`src/rtl/p2p_fetch_pkg.sv`:
```
package p2p_fetch_pkg;
  localparam logic STG_REQ = 1'b0;
  localparam logic STG_RSP = 1'b1;
  localparam logic ACK_HIT = 1'b0;

  typedef enum logic [2:0] {
    F_IDLE, F_WAIT_DIR, F_SEND_SB, F_WAIT_RSP, F_SEND_L2, F_WAIT_L2
  } fetch_st_e;

  typedef enum logic [1:0] {S_IDLE, S_READ, S_SEND} serve_st_e;
endpackage

```
`src/rtl/p2p_msg_filter.sv`:
```
module p2p_msg_filter #(
  parameter int ID_W = 2
) (
  input  logic [ID_W-1:0] core_id_i,
  input  logic            cc_valid_i,
  input  logic            cc_stage_i,
  input  logic [ID_W-1:0] cc_src_i,
  input  logic            rx_valid_i,
  input  logic            rx_stage_i,
  input  logic [ID_W-1:0] rx_src_i,
  input  logic [ID_W-1:0] rx_dst_i,
  output logic            conf_mine_o,
  output logic            req_mine_o,
  output logic            rsp_mine_o
);
  import p2p_fetch_pkg::*;

  assign conf_mine_o = cc_valid_i && (cc_stage_i == STG_RSP) && (cc_src_i == core_id_i);
  assign req_mine_o  = rx_valid_i && (rx_stage_i == STG_REQ) && (rx_dst_i == core_id_i);
  assign rsp_mine_o  = rx_valid_i && (rx_stage_i == STG_RSP) && (rx_src_i == core_id_i);
endmodule

```
`src/rtl/p2p_fetch_ctrl.sv`:
```
module p2p_fetch_ctrl #(
  parameter int ID_W   = 2,
  parameter int ADDR_W = 16,
  parameter int LINE_W = 64
) (
  input  logic              clk_i,
  input  logic              rst_ni,
  input  logic              miss_valid_i,
  output logic              miss_ready_o,
  input  logic [ADDR_W-1:0] miss_addr_i,
  input  logic              miss_cat_i,
  input  logic              conf_i,
  input  logic              ack_i,
  input  logic [ID_W-1:0]   owner_i,
  input  logic              rsp_take_i,
  input  logic [LINE_W-1:0] rsp_data_i,
  output logic              req_valid_o,
  input  logic              req_done_i,
  output logic [ID_W-1:0]   req_dst_o,
  output logic [ADDR_W-1:0] req_addr_o,
  output logic              req_cat_o,
  output logic              l2_req_valid_o,
  input  logic              l2_req_ready_i,
  input  logic              l2_rsp_valid_i,
  input  logic [LINE_W-1:0] l2_rsp_data_i,
  output logic              fill_valid_o,
  output logic [LINE_W-1:0] fill_data_o
);
  import p2p_fetch_pkg::*;

  fetch_st_e         st_q;
  logic [ADDR_W-1:0] addr_q;
  logic              cat_q;
  logic [ID_W-1:0]   owner_q;
  logic              fill_q;
  logic [LINE_W-1:0] data_q;

  always_ff @(posedge clk_i or negedge rst_ni) begin
    if (!rst_ni) begin
      st_q    <= F_IDLE;
      addr_q  <= '0;
      cat_q   <= 1'b0;
      owner_q <= '0;
      fill_q  <= 1'b0;
      data_q  <= '0;
    end else begin
      fill_q <= 1'b0;
      unique case (st_q)
        F_IDLE: if (miss_valid_i) begin
          addr_q <= miss_addr_i;
          cat_q  <= miss_cat_i;
          st_q   <= F_WAIT_DIR;
        end
        F_WAIT_DIR: if (conf_i) begin
          if (ack_i == ACK_HIT) begin
            owner_q <= owner_i;
            st_q    <= F_SEND_SB;
          end else begin
            st_q <= F_SEND_L2;
          end
        end
        F_SEND_SB: if (req_done_i) st_q <= F_WAIT_RSP;
        F_WAIT_RSP: if (rsp_take_i) begin
          data_q <= rsp_data_i;
          fill_q <= 1'b1;
          st_q   <= F_IDLE;
        end
        F_SEND_L2: if (l2_req_ready_i) st_q <= F_WAIT_L2;
        F_WAIT_L2: if (l2_rsp_valid_i) begin
          data_q <= l2_rsp_data_i;
          fill_q <= 1'b1;
          st_q   <= F_IDLE;
        end
        default: st_q <= F_IDLE;
      endcase
    end
  end

  assign miss_ready_o   = (st_q == F_IDLE);
  assign req_valid_o    = (st_q == F_SEND_SB);
  assign l2_req_valid_o = (st_q == F_SEND_L2);
  assign req_dst_o      = owner_q;
  assign req_addr_o     = addr_q;
  assign req_cat_o      = cat_q;
  assign fill_valid_o   = fill_q;
  assign fill_data_o    = data_q;
endmodule

```
`src/rtl/p2p_serve_unit.sv`:
```
module p2p_serve_unit #(
  parameter int ID_W   = 2,
  parameter int ADDR_W = 16,
  parameter int LINE_W = 64
) (
  input  logic              clk_i,
  input  logic              rst_ni,
  input  logic              take_i,
  input  logic              cat_i,
  input  logic [ID_W-1:0]   src_i,
  input  logic [ID_W-1:0]   dst_i,
  input  logic [ADDR_W-1:0] addr_i,
  output logic              busy_o,
  output logic              rd_en_o,
  output logic [ADDR_W-1:0] rd_addr_o,
  input  logic [LINE_W-1:0] rd_data_i,
  output logic              rsp_valid_o,
  input  logic              rsp_done_i,
  output logic              rsp_cat_o,
  output logic [ID_W-1:0]   rsp_src_o,
  output logic [ID_W-1:0]   rsp_dst_o,
  output logic [ADDR_W-1:0] rsp_addr_o,
  output logic [LINE_W-1:0] rsp_data_o
);
  import p2p_fetch_pkg::*;

  serve_st_e         st_q;
  logic              cat_q;
  logic [ID_W-1:0]   src_q, dst_q;
  logic [ADDR_W-1:0] addr_q;
  logic [LINE_W-1:0] data_q;

  always_ff @(posedge clk_i or negedge rst_ni) begin
    if (!rst_ni) begin
      st_q   <= S_IDLE;
      cat_q  <= 1'b0;
      src_q  <= '0;
      dst_q  <= '0;
      addr_q <= '0;
      data_q <= '0;
    end else begin
      unique case (st_q)
        S_IDLE: if (take_i) begin
          cat_q  <= cat_i;
          src_q  <= src_i;
          dst_q  <= dst_i;
          addr_q <= addr_i;
          st_q   <= S_READ;
        end
        S_READ: begin
          data_q <= rd_data_i;
          st_q   <= S_SEND;
        end
        S_SEND: if (rsp_done_i) st_q <= S_IDLE;
        default: st_q <= S_IDLE;
      endcase
    end
  end

  assign busy_o      = (st_q != S_IDLE);
  assign rd_en_o     = (st_q == S_READ);
  assign rd_addr_o   = addr_q;
  assign rsp_valid_o = (st_q == S_SEND);
  assign rsp_cat_o   = cat_q;
  assign rsp_src_o   = src_q;
  assign rsp_dst_o   = dst_q;
  assign rsp_addr_o  = addr_q;
  assign rsp_data_o  = data_q;
endmodule

```
`src/rtl/p2p_tx_arb.sv`:
```
module p2p_tx_arb (
  input  logic clk_i,
  input  logic rst_ni,
  input  logic srv_valid_i,
  input  logic req_valid_i,
  input  logic tx_ready_i,
  output logic tx_valid_o,
  output logic sel_srv_o,
  output logic srv_done_o,
  output logic req_done_o
);
  logic lock_q, lock_sel_q;

  // served responses win a fresh choice; an offered message is held
  assign sel_srv_o  = lock_q ? lock_sel_q : srv_valid_i;
  assign tx_valid_o = srv_valid_i || req_valid_i;
  assign srv_done_o = tx_valid_o && tx_ready_i && sel_srv_o;
  assign req_done_o = tx_valid_o && tx_ready_i && !sel_srv_o;

  always_ff @(posedge clk_i or negedge rst_ni) begin
    if (!rst_ni) begin
      lock_q     <= 1'b0;
      lock_sel_q <= 1'b0;
    end else begin
      lock_q     <= tx_valid_o && !tx_ready_i;
      lock_sel_q <= sel_srv_o;
    end
  end
endmodule

```
`src/rtl/p2p_fetch_top.sv`:
```
module p2p_fetch_top #(
  parameter int ID_W   = 2,
  parameter int ADDR_W = 16,
  parameter int LINE_W = 64
) (
  input  logic              clk_i,
  input  logic              rst_ni,
  input  logic [ID_W-1:0]   core_id_i,
  input  logic              miss_valid_i,
  output logic              miss_ready_o,
  input  logic [ADDR_W-1:0] miss_addr_i,
  input  logic              miss_cat_i,
  input  logic              cc_valid_i,
  output logic              cc_ready_o,
  input  logic              cc_stage_i,
  input  logic [ID_W-1:0]   cc_src_i,
  input  logic              cc_ack_i,
  input  logic [ID_W-1:0]   cc_owner_i,
  output logic              sb_tx_valid_o,
  input  logic              sb_tx_ready_i,
  output logic              sb_tx_stage_o,
  output logic              sb_tx_cat_o,
  output logic [ID_W-1:0]   sb_tx_src_o,
  output logic [ID_W-1:0]   sb_tx_dst_o,
  output logic [ADDR_W-1:0] sb_tx_addr_o,
  output logic [LINE_W-1:0] sb_tx_data_o,
  input  logic              sb_rx_valid_i,
  output logic              sb_rx_ready_o,
  input  logic              sb_rx_stage_i,
  input  logic              sb_rx_cat_i,
  input  logic [ID_W-1:0]   sb_rx_src_i,
  input  logic [ID_W-1:0]   sb_rx_dst_i,
  input  logic [ADDR_W-1:0] sb_rx_addr_i,
  input  logic [LINE_W-1:0] sb_rx_data_i,
  output logic              rd_en_o,
  output logic [ADDR_W-1:0] rd_addr_o,
  input  logic [LINE_W-1:0] rd_data_i,
  output logic              l2_req_valid_o,
  input  logic              l2_req_ready_i,
  output logic [ADDR_W-1:0] l2_req_addr_o,
  output logic              l2_req_cat_o,
  input  logic              l2_rsp_valid_i,
  input  logic [LINE_W-1:0] l2_rsp_data_i,
  output logic              fill_valid_o,
  output logic [ADDR_W-1:0] fill_addr_o,
  output logic              fill_cat_o,
  output logic [LINE_W-1:0] fill_data_o
);
  import p2p_fetch_pkg::*;

  logic conf_mine, req_mine, rsp_mine;
  logic srv_busy, srv_valid, srv_done, req_valid, req_done, sel_srv;
  logic srv_cat, req_cat;
  logic [ID_W-1:0]   srv_src, srv_dst, req_dst;
  logic [ADDR_W-1:0] srv_addr, req_addr;
  logic [LINE_W-1:0] srv_data;

  assign cc_ready_o    = 1'b1;
  assign sb_rx_ready_o = !srv_busy;

  p2p_msg_filter #(.ID_W(ID_W)) u_filt (
    .core_id_i  (core_id_i),
    .cc_valid_i (cc_valid_i),
    .cc_stage_i (cc_stage_i),
    .cc_src_i   (cc_src_i),
    .rx_valid_i (sb_rx_valid_i),
    .rx_stage_i (sb_rx_stage_i),
    .rx_src_i   (sb_rx_src_i),
    .rx_dst_i   (sb_rx_dst_i),
    .conf_mine_o(conf_mine),
    .req_mine_o (req_mine),
    .rsp_mine_o (rsp_mine)
  );

  p2p_fetch_ctrl #(.ID_W(ID_W), .ADDR_W(ADDR_W), .LINE_W(LINE_W)) u_fetch (
    .clk_i         (clk_i),
    .rst_ni        (rst_ni),
    .miss_valid_i  (miss_valid_i),
    .miss_ready_o  (miss_ready_o),
    .miss_addr_i   (miss_addr_i),
    .miss_cat_i    (miss_cat_i),
    .conf_i        (conf_mine),
    .ack_i         (cc_ack_i),
    .owner_i       (cc_owner_i),
    .rsp_take_i    (rsp_mine && !srv_busy),
    .rsp_data_i    (sb_rx_data_i),
    .req_valid_o   (req_valid),
    .req_done_i    (req_done),
    .req_dst_o     (req_dst),
    .req_addr_o    (req_addr),
    .req_cat_o     (req_cat),
    .l2_req_valid_o(l2_req_valid_o),
    .l2_req_ready_i(l2_req_ready_i),
    .l2_rsp_valid_i(l2_rsp_valid_i),
    .l2_rsp_data_i (l2_rsp_data_i),
    .fill_valid_o  (fill_valid_o),
    .fill_data_o   (fill_data_o)
  );

  assign l2_req_addr_o = req_addr;
  assign l2_req_cat_o  = req_cat;
  assign fill_addr_o   = req_addr;
  assign fill_cat_o    = req_cat;

  p2p_serve_unit #(.ID_W(ID_W), .ADDR_W(ADDR_W), .LINE_W(LINE_W)) u_serve (
    .clk_i      (clk_i),
    .rst_ni     (rst_ni),
    .take_i     (req_mine && !srv_busy),
    .cat_i      (sb_rx_cat_i),
    .src_i      (sb_rx_src_i),
    .dst_i      (sb_rx_dst_i),
    .addr_i     (sb_rx_addr_i),
    .busy_o     (srv_busy),
    .rd_en_o    (rd_en_o),
    .rd_addr_o  (rd_addr_o),
    .rd_data_i  (rd_data_i),
    .rsp_valid_o(srv_valid),
    .rsp_done_i (srv_done),
    .rsp_cat_o  (srv_cat),
    .rsp_src_o  (srv_src),
    .rsp_dst_o  (srv_dst),
    .rsp_addr_o (srv_addr),
    .rsp_data_o (srv_data)
  );

  p2p_tx_arb u_arb (
    .clk_i      (clk_i),
    .rst_ni     (rst_ni),
    .srv_valid_i(srv_valid),
    .req_valid_i(req_valid),
    .tx_ready_i (sb_tx_ready_i),
    .tx_valid_o (sb_tx_valid_o),
    .sel_srv_o  (sel_srv),
    .srv_done_o (srv_done),
    .req_done_o (req_done)
  );

  assign sb_tx_stage_o = sel_srv ? STG_RSP : STG_REQ;
  assign sb_tx_cat_o   = sel_srv ? srv_cat  : req_cat;
  assign sb_tx_src_o   = sel_srv ? srv_src  : core_id_i;
  assign sb_tx_dst_o   = sel_srv ? srv_dst  : req_dst;
  assign sb_tx_addr_o  = sel_srv ? srv_addr : req_addr;
  assign sb_tx_data_o  = sel_srv ? srv_data : '0;
endmodule

```
`config.mk`:
```
export PLATFORM = sky130hd
export DESIGN_NAME = p2p_fetch_top
export DESIGN_NICKNAME = d
export VERILOG_FILES = /design/src/rtl/p2p_fetch_pkg.sv /design/src/rtl/p2p_msg_filter.sv /design/src/rtl/p2p_fetch_ctrl.sv /design/src/rtl/p2p_serve_unit.sv /design/src/rtl/p2p_tx_arb.sv /design/src/rtl/p2p_fetch_top.sv
export SDC_FILE = /design/constraint.sdc
export NUM_CORES = 1
export LEC_CHECK = 0
export CORE_AREA = 4 4 173 175
export CTS_CLUSTER_SIZE = 28
export DETAILED_ROUTE_END_ITERATION = 10
export DIE_AREA = 0 0 177 179
export PLACE_DENSITY_LB_ADDON = 0.1
export SYNTH_ARGS = -nofsm -noshare
export SYNTH_HDL_FRONTEND = slang
export SYNTH_SLANG_ARGS = --single-unit
```
`constraint.sdc`:
```
create_clock -name clk_i -period 3.15 [get_ports clk_i]
set_clock_uncertainty 0.15 [all_clocks]
set_input_delay 0.945 -clock clk_i [delete_from_list [all_inputs] [get_ports clk_i]]
set_output_delay 0.945 -clock clk_i [all_outputs]
set_load 0.01 [all_outputs]
```
# == Word-level counts from Yosys, hierarchy flattened ==
# Cells that the tools add are included.
# W data, S select, Z words.
# classes
n_bitwise,2
eq_ne,18
muxes,24
reduce_logical,26
# op_table
operator,count
$mux W64,3
$pmux W64 S2,1
$mux W3,7
$pmux W3 S6,1
$mux W16,1
$logic_and A1 B1 Y1,12
$ne A2 B2 Y1 const B,5
$mux W2,4
$eq A2 B2 Y1,3
$eq A3 B2 Y1 const B,2
$eq A3 B3 Y1 const B,2
$ne A2 B1 Y1 const B,3
$pmux W2 S3,1
$reduce_and A2 Y1,3
$reduce_and A3 Y1,2
$reduce_and A6 Y1,1
$mux W1,5
$reduce_bool A2 Y1,2
$eq A3 B1 Y1 const B,1
$logic_not A1 Y1,3
$logic_not A3 Y1,1
$eq A2 B1 Y1 const B,1
$eq A2 B2 Y1 const B,1
$logic_not A2 Y1,1
3 further kinds,4
# word_totals
reg_bits,176
out_inout_bits,207
elab_cells,84
input_bits,247

# == Depth between registers and ports, before layout ==
# logic_depth
depth_word,6
mapped_depth,6
ltp_nobuf,5

# == Hierarchy ==
# Synthesis repeated with hierarchy kept, for this count alone.
# unflattened
cells_unflattened,616
hier_area_um2,8924.8
# modules_own_cells
module,cells_per_inst,n_inst,area_per_inst_um2,seq_area_each_um2
p2p_fetch_ctrl,275,1,4469.3,2177.1
p2p_serve_unit,203,1,3380.7,2177.1
p2p_fetch_top,116,1,883.3,0.0
p2p_tx_arb,11,1,106.4,50.0
p2p_msg_filter,11,1,85.1,0.0

# == Least setup slack after synthesis ==
# OpenSTA, ideal clock, no wires.
# synth_path
path_type,input to register
from,input port sb_rx_valid_i
to,"register u_fetch.data_q[10], in the netlist u_fetch.fill_data_o[10]"
required_time_ps,2875
path_stages,6
t_arrival_ps,2411
setup_time_ps,125
path_buffers,2
path_slack_ps,465
cell_sequence,or3b_1 nor4b_2 a32o_1 buf_4 buf_6 mux2_2
# synth_between
elab_chain_len,5
# synth_lines
item,line,text
start: declaration,p2p_fetch_top.sv:27,"input logic sb_rx_valid_i,"
$logic_and A1 B1 Y1 (2 in a row),p2p_msg_filter.sv:20,assign rsp_mine_o = rx_valid_i && (rx_stage_i == STG_RSP) && (rx_src_i == core_id_i);
$logic_and A1 B1 Y1,p2p_fetch_top.sv:85,".rsp_take_i (rsp_mine && !srv_busy),"
$ne A2 B1 Y1 (no line),-,
$reduce_and A3 Y1 (no line),-,
end signal: assignment,p2p_fetch_ctrl.sv:64,data_q <= rsp_data_i;
end signal: assignment,p2p_fetch_ctrl.sv:70,data_q <= l2_rsp_data_i;
end: declaration,p2p_fetch_ctrl.sv:36,logic [LINE_W-1:0] data_q;
# No other way between the ends.
# A chain may end at the register's enable or synchronous reset.

# == Final worst setup path ==
# layout_path
from,register u_serve.st_q[0]
to,output port sb_tx_src_o[0]
# layout_between
elab_chain_len,3
# layout_lines
item,line,text
start: declaration,p2p_serve_unit.sv:27,serve_st_e st_q;
start signal: assignment,p2p_serve_unit.sv:35,st_q <= S_IDLE;
start signal: assignment,p2p_serve_unit.sv:48,st_q <= S_READ;
start signal: assignment,p2p_serve_unit.sv:52,st_q <= S_SEND;
$eq A2 B2 Y1,p2p_serve_unit.sv:63,assign rsp_valid_o = (st_q == S_SEND);
$mux W1,p2p_tx_arb.sv:15,assign sel_srv_o = lock_q ? lock_sel_q : srv_valid_i;
$mux W2,p2p_fetch_top.sv:140,assign sb_tx_src_o = sel_srv ? srv_src : core_id_i;
end: declaration,p2p_fetch_top.sv:23,"output logic [ID_W-1:0] sb_tx_src_o,"
# No other way between the ends.

==> results.tsv <==
metric	value	unit
final_common_cell	clkdlybuf4s50_1	
arrival	2.00	ns
grt_overflow	0	
synthFlopType	dfrtp_1	
crit_path_start_kind	register	
maxSlewViolCount	0	
regToRegSetupSlack	0.64	ns
synth-edff-count	0	
path_clk_slew	0.08	ns
synth_top_area_frac	0.526	
worst_pin_slew	0.891	ns
cp-end-kind	primary output	
reg2reg_depth	8	
clockRootBuffer	clkbuf_16	
die_w	177	µm
gp_congestion	0.768	
mostFrequentLayoutCells	clkdlybuf4s50_1 (365), mux2_2 (234), dfrtp_1 (176)	
syn-instance-count	591	
yosysWarnings	0	
grtUsageTotal	0.167	
min_path_type	in2async	
drive_above_1_share	0.360	
die_area	31700	µm²
num-fill-cells	2665	
cts_max_path_buffers	2	
slew_headroom	0.406	
die_y	179	µm
yosysSeqAreaShare	0.526	
routed_wl	27700	µm
final_hold_viol_count	0	
numPortBuffers	452	
clock-sinks	176	
cts_hold_buf	0	
worstPathMaxFanout	10	
cts_buffers	17	
crit_type	reg2out	
fp-row-count	62	
setup_viol	0	
yosys_register_bits	176	
drc	0	
grt_max_degree	68	
rsz0062_at_grt	true	
io_pins	454	
core_area	28500	µm²
hpwl	21000	µm
cts_max_level	4	
drt-initial-drc-count	186	
wl_per_cell	19.3	µm
yosysUniqueCellTypes	35	
required	2.05	ns
fin_crit	3.09	ns
num_antenna_cells	0	
grt_pass1_vias	6733	
dpl-instance-area	13300	µm²
final_antenna_net_count	0	
synth_area_leaders	dfrtp_1 (53%), mux2_2 (31%), and2_1 (4.9%)	
dr_total_vias	6257	
dr.pass1.iters	4	
dp_cells	1399	
yosysTopAreaCell	dfrtp_1	
power.density	847	nW/µm²
grt_pass1_wl	40500	µm
synth_area	8380	µm²
antenna_found_initial	0	
period_share	0.982	
p_leak	5.99	nW
peakVddDrop	0.331	mV
final_cell_area	13800	µm²
syn_nets	838	
ys_async_sr_fraction	1.00	
area_delta_synth_final	64.2	%
cap_viol_max_count	0	
fmax	0.323	GHz
cts_tree	yes	
nets	1286	
clkLatencyLatePin	0.41	ns
reg2reg_from	u_serve.st_q[0]	
status	completed	
viasPerCell	4.36	
avgSynthCellArea	14.2	µm²
r2r-end	u_fetch.fill_data_o[16]	
final_cells	1436	
initial_utilization	0.294	
whs	0.235	ns
[flip-flops by register name, summed over array words and instances (netlist names), 2 cells and up]
name	flops
u_serve.rsp_data_o	64
u_fetch.fill_data_o	64
u_fetch.req_dst_o	2
u_serve.rsp_dst_o	2
u_serve.rsp_src_o	2
u_fetch.req_addr_o	16
u_fetch.st_q	3
u_serve.rd_addr_o	16
u_serve.st_q	2
[Yosys cell counts (2+ instances only)]
| library cell | number |
|---|---|
| clkbuf_1 | 17 |
| buf_6 | 6 |
| a21o_1 | 2 |
| buf_12 | 2 |
| dfrtp_1 | 176 |
| nor2b_1 | 2 |
| mux2_4 | 19 |
| buf_2 | 9 |
| inv_1 | 3 |
| nor2_1 | 2 |
| buf_4 | 19 |
| nand2b_1 | 2 |
| mux2_2 | 234 |
| nor3_1 | 2 |
| and2_1 | 65 |
| xor2_1 | 6 |
| a21oi_1 | 2 |
| nand2_1 | 6 |
[critical path, stage by stage, from the launching register on]
cell and delay (ns):
dfrtp_1 0.38, or2b_1 0.26, o21a_4 0.26, clkinv_8 0.10
buf_12 0.13, mux2_2 0.32, clkbuf_2 0.13
[timing repair]
item                       CTS  global route
setup endpoints to repair   86            82
pin swaps                    0             1
buffers inserted             0             1
cloned                       1             3
resized for setup          134            92
[stage by stage]
stage	total power (W)	util	setup slack (ns)	TNS, ns
floorplan	0.00659	-	0.465	0
global placement	0.00986	0.468	-0.166	-10.11
detailed placement	0.00993	0.468	-0.182	-10.84
CTS	0.0119	0.488	-0.166	-0.331
global route	0.0124	0.483	-0.0541	-0.176
finish	0.0116	0.483	0.0566	0
[power breakdown]
group / internal, W / switching, W / total (W) / leakage (nW)
sequential: 0.00333 / 0.000641 / 0.00397 / 2.17
clock: 0.00107 / 0.000994 / 0.00206 / 0.276
combinational: 0.00342 / 0.00220 / 0.00562 / 3.54
total: 0.00782 / 0.00383 / 0.0116 / 5.99
[final cells by class]
cell class / count / area (µm²) / share of cell area
Clock buffer: 19 / 443 / 0.0322
Inverter: 3 / 23.8 / 0.00173
Multi-Input combinational cell: 359 / 3620 / 0.264
Timing Repair Buffer: 482 / 4660 / 0.339
Sequential cell: 176 / 4400 / 0.320
Clock inverter: 13 / 121 / 0.00882
Tap cell: 384 / 480 / 0.0349
[worst max path at each step]
stage,from,to,slack (ns),depth (start not counted)
CTS,u_serve.st_q[0],sb_tx_src_o[0],-0.17,6
global placement,sb_rx_valid_i,u_fetch.fill_data_o[0],-0.17,7
finish,u_serve.st_q[0],sb_tx_src_o[0],0.06,6
global route,u_serve.st_q[0],sb_tx_src_o[1],-0.05,6
detailed placement,sb_rx_valid_i,u_fetch.fill_data_o[20],-0.18,7
floorplan,sb_rx_valid_i,u_fetch.fill_data_o[10],0.46,6
[per-layer routing]
metal | global-route usage | share of wire
met5 | 0 | 0
met4 | 0.0445 | 0.015
met3 | 0.0643 | 0.098
met2 | 0.290 | 0.50
met1 | 0.193 | 0.38
[cells by family after synthesis]
kind of cell    after synthesis  synth area share
buf+inv                      56            0.0442
compound gates               11           0.00956
other cells                   1          0.000448
flops                       176             0.526
simple gates                 88            0.0653
mux                         253             0.349
xor+xnor                      6           0.00627
Power figures use the tool's default switching activity.
